### config.mk
export PLATFORM = sky130hd
export DESIGN_NAME = pipe_req_issuer
export DESIGN_NICKNAME = d
export VERILOG_FILES = /design/src/rtl/pri_pkg.sv /design/src/rtl/pri_depth_tracker.sv /design/src/rtl/pri_cycle_fmt.sv /design/src/rtl/pri_issue_ctl.sv /design/src/rtl/pipe_req_issuer.sv
export SDC_FILE = /design/constraint.sdc
export NUM_CORES = 1
export LEC_CHECK = 0
export BUFFER_PORTS_ARGS = -buffer_cell sky130_fd_sc_hd__buf_2
export CAP_MARGIN = 20
export CORE_ASPECT_RATIO = 2
export CORE_UTILIZATION = 29
export DETAILED_ROUTE_END_ITERATION = 16
export GPL_ROUTABILITY_DRIVEN = 0
export RECOVER_POWER = 100
export SLEW_MARGIN = 20
export SYNTH_ARGS = -nofsm -noshare
export SYNTH_HDL_FRONTEND = slang
export SYNTH_SLANG_ARGS = --single-unit
### constraint.sdc
create_clock -name clk -period 9.33 [get_ports clk]
set_input_delay 1.866 -clock clk [delete_from_list [all_inputs] [get_ports clk]]
set_output_delay 1.866 -clock clk [all_outputs]
set_load 0.005 [all_outputs]
### src/rtl/pri_pkg.sv
package pri_pkg;
  localparam logic [3:0] CMD_RD_LO = 4'b0000;
  localparam logic [3:0] CMD_WR_LO = 4'b0100;
  localparam logic [3:0] CMD_FLUSH = 4'b1010;
  localparam logic [3:0] CMD_FENCE = 4'b1100;
  localparam logic [3:0] CMD_DUAL  = 4'b1001;

  localparam logic [2:0] STAT_MAY_START = 3'b111;

  typedef enum logic [1:0] {
    CYC_NONE = 2'd0,
    CYC_LOW  = 2'd1,
    CYC_HIGH = 2'd2
  } cyc_sel_e;

  typedef enum logic {
    PH_IDLE = 1'b0,
    PH_HIGH = 1'b1
  } phase_e;
endpackage

### src/rtl/pri_depth_tracker.sv
module pri_depth_tracker #(
  parameter int MAX_Q = 8,
  parameter int CNT_W = $clog2(MAX_Q + 1)
) (
  input  logic             clk,
  input  logic             rst,
  input  logic             take_i,
  input  logic             done_i,
  input  logic [CNT_W-1:0] cfg_max_i,
  output logic [CNT_W-1:0] cnt_o,
  output logic             below_lim_o
);
  localparam logic [CNT_W-1:0] CAP = CNT_W'(MAX_Q);

  logic [CNT_W-1:0] cnt_q;
  logic [CNT_W-1:0] limit;
  logic             dec;

  // clamp software limit to physical queue capacity
  assign limit       = (cfg_max_i > CAP) ? CAP : cfg_max_i;
  assign below_lim_o = (cnt_q < limit);
  assign dec         = done_i && (cnt_q != '0);

  always_ff @(posedge clk) begin
    if (rst) begin
      cnt_q <= '0;
    end else if (take_i && !dec) begin
      cnt_q <= cnt_q + CNT_W'(1);
    end else if (dec && !take_i) begin
      cnt_q <= cnt_q - CNT_W'(1);
    end
  end

  assign cnt_o = cnt_q;
endmodule

### src/rtl/pri_cycle_fmt.sv
module pri_cycle_fmt
  import pri_pkg::*;
#(
  parameter int ADDR_W = 64
) (
  input  logic              clk,
  input  logic              rst,
  input  cyc_sel_e          sel_i,
  input  logic [3:0]        cmd_i,
  input  logic [ADDR_W-1:3] addr_i,
  input  logic [2:0]        len_i,
  output logic              is_hi_o,
  output logic              issue_o,
  output logic [3:0]        cmd_o,
  output logic [31:0]       ad_o
);
  logic [31:0] lo_word;
  logic [31:0] hi_word;

  assign lo_word = {addr_i[31:3], len_i};

  generate
    if (ADDR_W >= 64) begin : g_full
      assign hi_word = addr_i[63:32];
    end else begin : g_narrow
      assign hi_word = {{(64 - ADDR_W){1'b0}}, addr_i[ADDR_W-1:32]};
    end
  endgenerate

  assign is_hi_o = (hi_word != '0);

  always_ff @(posedge clk) begin
    if (rst) begin
      issue_o <= 1'b0;
      cmd_o   <= '0;
      ad_o    <= '0;
    end else begin
      case (sel_i)
        CYC_LOW: begin
          issue_o <= 1'b1;
          cmd_o   <= cmd_i;
          ad_o    <= lo_word;
        end
        CYC_HIGH: begin
          issue_o <= 1'b1;
          cmd_o   <= cmd_i;
          ad_o    <= hi_word;
        end
        default: begin
          issue_o <= 1'b0;
          cmd_o   <= '0;
          ad_o    <= '0;
        end
      endcase
    end
  end
endmodule

### src/rtl/pri_issue_ctl.sv
module pri_issue_ctl
  import pri_pkg::*;
(
  input  logic       clk,
  input  logic       rst,
  input  logic       cfg_en_i,
  input  logic       grant_i,
  input  logic [2:0] grant_stat_i,
  input  logic       rq_valid_i,
  input  logic [3:0] rq_cmd_i,
  input  logic       rq_is_hi_i,
  input  logic       room_i,
  output cyc_sel_e   sel_o,
  output logic [3:0] cmd_sel_o,
  output logic       ready_o,
  output logic       take_o,
  output logic       ask_o
);
  phase_e phase_q, phase_d;
  logic   may_start;
  logic   go;
  logic   ask_q;

  assign may_start = grant_i && (grant_stat_i == STAT_MAY_START);
  assign go        = cfg_en_i && may_start && rq_valid_i && room_i;

  always_comb begin
    sel_o     = CYC_NONE;
    cmd_sel_o = rq_cmd_i;
    ready_o   = 1'b0;
    take_o    = 1'b0;
    phase_d   = phase_q;
    case (phase_q)
      PH_HIGH: begin
        // second half of a dual-address pair always completes
        sel_o   = CYC_HIGH;
        ready_o = 1'b1;
        take_o  = (rq_cmd_i != CMD_FENCE);
        phase_d = PH_IDLE;
      end
      default: begin
        if (go) begin
          sel_o = CYC_LOW;
          if (rq_is_hi_i) begin
            cmd_sel_o = CMD_DUAL;
            phase_d   = PH_HIGH;
          end else begin
            ready_o = 1'b1;
            take_o  = (rq_cmd_i != CMD_FENCE);
          end
        end
      end
    endcase
  end

  always_ff @(posedge clk) begin
    if (rst) begin
      phase_q <= PH_IDLE;
      ask_q   <= 1'b0;
    end else begin
      phase_q <= phase_d;
      ask_q   <= cfg_en_i && rq_valid_i && room_i;
    end
  end

  assign ask_o = ask_q;
endmodule

### src/rtl/pipe_req_issuer.sv
module pipe_req_issuer
  import pri_pkg::*;
#(
  parameter int ADDR_W = 64,
  parameter int MAX_Q  = 8,
  parameter int CNT_W  = $clog2(MAX_Q + 1)
) (
  input  logic              clk,
  input  logic              rst,
  input  logic              cfg_en_i,
  input  logic [CNT_W-1:0]  cfg_max_i,
  input  logic              grant_i,
  input  logic [2:0]        grant_stat_i,
  input  logic              done_i,
  input  logic              rq_valid_i,
  output logic              rq_ready_o,
  input  logic [3:0]        rq_cmd_i,
  input  logic [ADDR_W-1:3] rq_addr_i,
  input  logic [2:0]        rq_len_i,
  output logic              ask_o,
  output logic              issue_o,
  output logic [3:0]        cmd_o,
  output logic [31:0]       ad_o,
  output logic [CNT_W-1:0]  cnt_o
);
  cyc_sel_e   sel;
  logic [3:0] cmd_sel;
  logic       take;
  logic       below_lim;
  logic       room;
  logic       is_hi;

  assign room = below_lim || (rq_cmd_i == CMD_FENCE);

  pri_depth_tracker #(.MAX_Q(MAX_Q), .CNT_W(CNT_W)) u_depth (
    .clk        (clk),
    .rst        (rst),
    .take_i     (take),
    .done_i     (done_i),
    .cfg_max_i  (cfg_max_i),
    .cnt_o      (cnt_o),
    .below_lim_o(below_lim)
  );

  pri_issue_ctl u_ctl (
    .clk         (clk),
    .rst         (rst),
    .cfg_en_i    (cfg_en_i),
    .grant_i     (grant_i),
    .grant_stat_i(grant_stat_i),
    .rq_valid_i  (rq_valid_i),
    .rq_cmd_i    (rq_cmd_i),
    .rq_is_hi_i  (is_hi),
    .room_i      (room),
    .sel_o       (sel),
    .cmd_sel_o   (cmd_sel),
    .ready_o     (rq_ready_o),
    .take_o      (take),
    .ask_o       (ask_o)
  );

  pri_cycle_fmt #(.ADDR_W(ADDR_W)) u_fmt (
    .clk    (clk),
    .rst    (rst),
    .sel_i  (sel),
    .cmd_i  (cmd_sel),
    .addr_i (rq_addr_i),
    .len_i  (rq_len_i),
    .is_hi_o(is_hi),
    .issue_o(issue_o),
    .cmd_o  (cmd_o),
    .ad_o   (ad_o)
  );
endmodule

==> summary.md <==
| Metric | Value |
|---|---|
| Setup Buffers After CTS | `0` |
| Yosys cell types | `35` |
| Synth area leader | `dfxtp_1` |
| Cell mode on critical path | `nand2_1` |
| DR WL/cell | `16.0 um` |
| Chip Width | `59.8 um` |
| RSZ-0062 raised after global routing | `false` |
| Final worst slack | `2.17 ns` |
| First drt pass iteration count | `4` |
| Via/cell ratio | `5.09` |
| Async S/R FF share, synth | `0%` |
| Initial antenna violation count | `0` |
| Number of global-route vias before repair | `2133` |
| CP cell instances | `clkbuf_1 -> inv_1 -> nand2_1 -> ha_1 -> or4b_1 -> a221oi_1 -> o2111ai_1 -> nand2_1 -> buf_2` |
| Clk Latency, worst-skew pair | `0.28 ns` |
| Max H-tree Level | `2` |
| Period utilisation layout | `76.7%` |
| Fmax | `140 MHz` |
| Reg2reg path depth | `12` |
| Crit start category | `input port` |
| Syn_nets | `311` |
| Via count | `2144` |
| Number of DRC markers in iteration 0 | `102` |
| Register area share after synthesis | `44.4%` |
| Primary FF master, synth | `dfxtp_1` |
| Share of Yosys cell area claimed by the top area cell type | `44.4%` |
| Nets | `422` |
| Chip height | `118 um` |
| Ys Warns | `0` |
| Violated checks | `capacitance limit, slew limit` |
| Area delta synth->final | `39.7%` |
| Critical Path RT | `7.46 ns` |
| Min-delay worst type | `flop to flop` |
| Final Hold Viols | `0` |
| Global-route wire length before repair | `10200 um` |
| Hold EP | `u_depth.cnt_o[2]` |
| Placed Cells | `413` |
| CTS tree | `yes` |
| Final instance area | `0.00271 mm2` |
| CP Max Fanout | `19` |
| Worst path max stage delay | `1.75 ns` |
| Post-CTS sizing | `0` |
| Synth Register Bits | `43` |
| Worst-path clk slew | `0.06 ns` |
| RR Startpoint | `u_depth.cnt_o[1]` |
| Top cells by area, synth | `dfxtp_1, o2111ai_1, nand2_1` |
| DRC viols | `0` |
| Cells after Synth | `223` |
| Filler cell count | `701` |
| Reg-to-reg setup timing slack | `4.15 ns` |
| Grt ovf | `0` |
| Die ar. | `0.00704 mm2` |
| Setup TNS | `0 ns` |
| Final Non-Filler Cells | `421` |
| Number of buffers created by CTS | `5` |
| Mapped Area | `0.00194 mm2` |
| DP Wirelength | `4980 um` |
| Ports | `124` |
| Clk buf depth | `2` |
| Global-route usage over all layers | `19.6%` |
| Final setup vio count | `0` |
| Rel. slew slack | `-50.7%` |
| Pin count of the biggest net entering global routing | `40` |
| Core Region | `0.00636 mm2` |
| Number of enable flip-flop cells after synthesis | `0` |
| Fin crit period | `7.16 ns` |
| Slew @ Worst Pin | `2.26 ns` |
| Core Util, Final | `42.6%` |
| DP Area | `0.00258 mm2` |
| # port buffers | `123` |
| N_diodes | `0` |
| R2R Path End | `u_depth.cnt_o[3]` |
| Layout cells sized above 1 | `34.9%` |
| Antenna viol nets, final | `0` |
| Clock root buffer master | `clkbuf_16` |
| Hold path start | `u_depth.cnt_o[2]` |
| Pre-CTS worst setup slack | `3.27 ns` |
| Clk sinks | `43` |
| GR Util met3 | `2.75%` |
| Crit path kind | `input port to primary output` |
| Leakage Power | `1.20 nW` |
| Post-Route WL | `6720 um` |
| FP Rows | `41` |
| Run status | `complete, but fails checks` |
| Critical Path AT | `5.29 ns` |
| CTS hold repair buffers | `0` |
| Crit. End Element | `primary output` |
| Peak-usage layer in the global routing report | `met2` |
| Slowest stage cell on the critical path | `a221oi_1` |
| Hold path cells | `2` |
| Fin. max-slew vios | `38` |
| Met2 Track Usage GR | `37.2%` |
| Max_cap viols | `2` |
| Power Density | `184 mW/mm2` |
| Clock Skew | `0.00261 ns` |
| Starting Density | `30.5%` |
| Mean Syn Cell Area | `8.70 um2` |
| Maximum vdd ir drop | `0.000101 V` |
| Grt met1 use | `20.2%` |
==> layout by cell type (no fill, tap or decap), types with 3 or more instances in the layout <==
cell type and instances:
a21oi_1 21, and4_1 3, buf_2 106, clkbuf_1 17
clkbuf_16 5, dfxtp_1 43, ha_1 6, inv_1 4
nand2_1 37, nand3_1 17, nor2_1 8, nor4_1 8
o2111ai_1 16, o22ai_1 17
==> per-stage QoR <==
stage	power (mW)	hold slack [ns]
floorplan	0.269	0.557
global placement	0.308	0.593
detailed placement	0.309	0.590
CTS	0.512	0.601
global route	0.523	0.669
finish	0.499	0.603
==> cell type report <==
class / instances / area, um2 / share of cell area, %
Clock buffer: 5 / 125 / 4.62
Clock inverter: 3 / 43.8 / 1.62
Sequential cell: 43 / 861 / 31.8
Inverter: 5 / 18.8 / 0.693
Tap cell: 86 / 108 / 3.97
Multi-Input combinational cell: 155 / 952 / 35.1
Timing Repair Buffer: 124 / 602 / 22.2
==> how the worst max path moves through the flow <==
| stage | start | end | slack [ns] |
|---|---|---|---|
| CTS | cfg_max_i[3] | rq_ready_o | 3.25 |
| global placement | cfg_max_i[3] | rq_ready_o | 3.26 |
| detailed placement | cfg_max_i[3] | rq_ready_o | 3.27 |
| global route | cfg_max_i[3] | rq_ready_o | 1.79 |
| floorplan | cfg_max_i[3] | rq_ready_o | 3.96 |
| finish | cfg_max_i[3] | rq_ready_o | 2.17 |
==> worst max-delay path, delay by kind of cell <==
kind | cells | cell delay [ns]
compound gates | 2 | 2.19
fa+ha+maj | 1 | 0.19
buf+inv | 3 | 0.30
simple gates | 3 | 0.75
==> layer usage <==
layer | vias up | wire length, um
li1 | 1053 | -
met1 | 1013 | 2400
met2 | 72 | 3940
met3 | 6 | 292
met4 | 0 | 92
met5 | - | 0
==> cells in the mapped netlist (2+ instances only) <==
| library cell | instances |
|---|---|
| ha_1 | 6 |
| clkbuf_1 | 18 |
| inv_1 | 4 |
| mux2i_1 | 2 |
| nand2_1 | 37 |
| nand3_1 | 17 |
| nor2_1 | 8 |
| o2111ai_1 | 16 |
| nor4_1 | 8 |
| o22ai_1 | 17 |
| a21oi_1 | 21 |
| and4_1 | 3 |
| o2bb2ai_1 | 2 |
| dfxtp_1 | 43 |
==> flip-flops by register name, summed over array words and instances, names as in the netlist <==
name           cells
u_ctl.phase_q      1
u_fmt.ad_o        32
u_fmt.cmd_o        4
u_fmt.issue_o      1
u_depth.cnt_o      4
u_ctl.ask_o        1
==> logic make-up after synthesis <==
family | share of synthesized area [%]
flops | 44.4
simple gates | 19.4
fa+ha+maj | 4.90
xor+xnor | 0.903
mux | 1.61
buf+inv | 5.42
compound gates | 23.4
==> power by group <==
part,leakage [nW],switching [mW],internal [mW]
Clock,0.0838,0.0742,0.126
Combinational,0.768,0.0481,0.0472
Sequential,0.347,0.0117,0.192
Power figures use the tool's default switching activity.
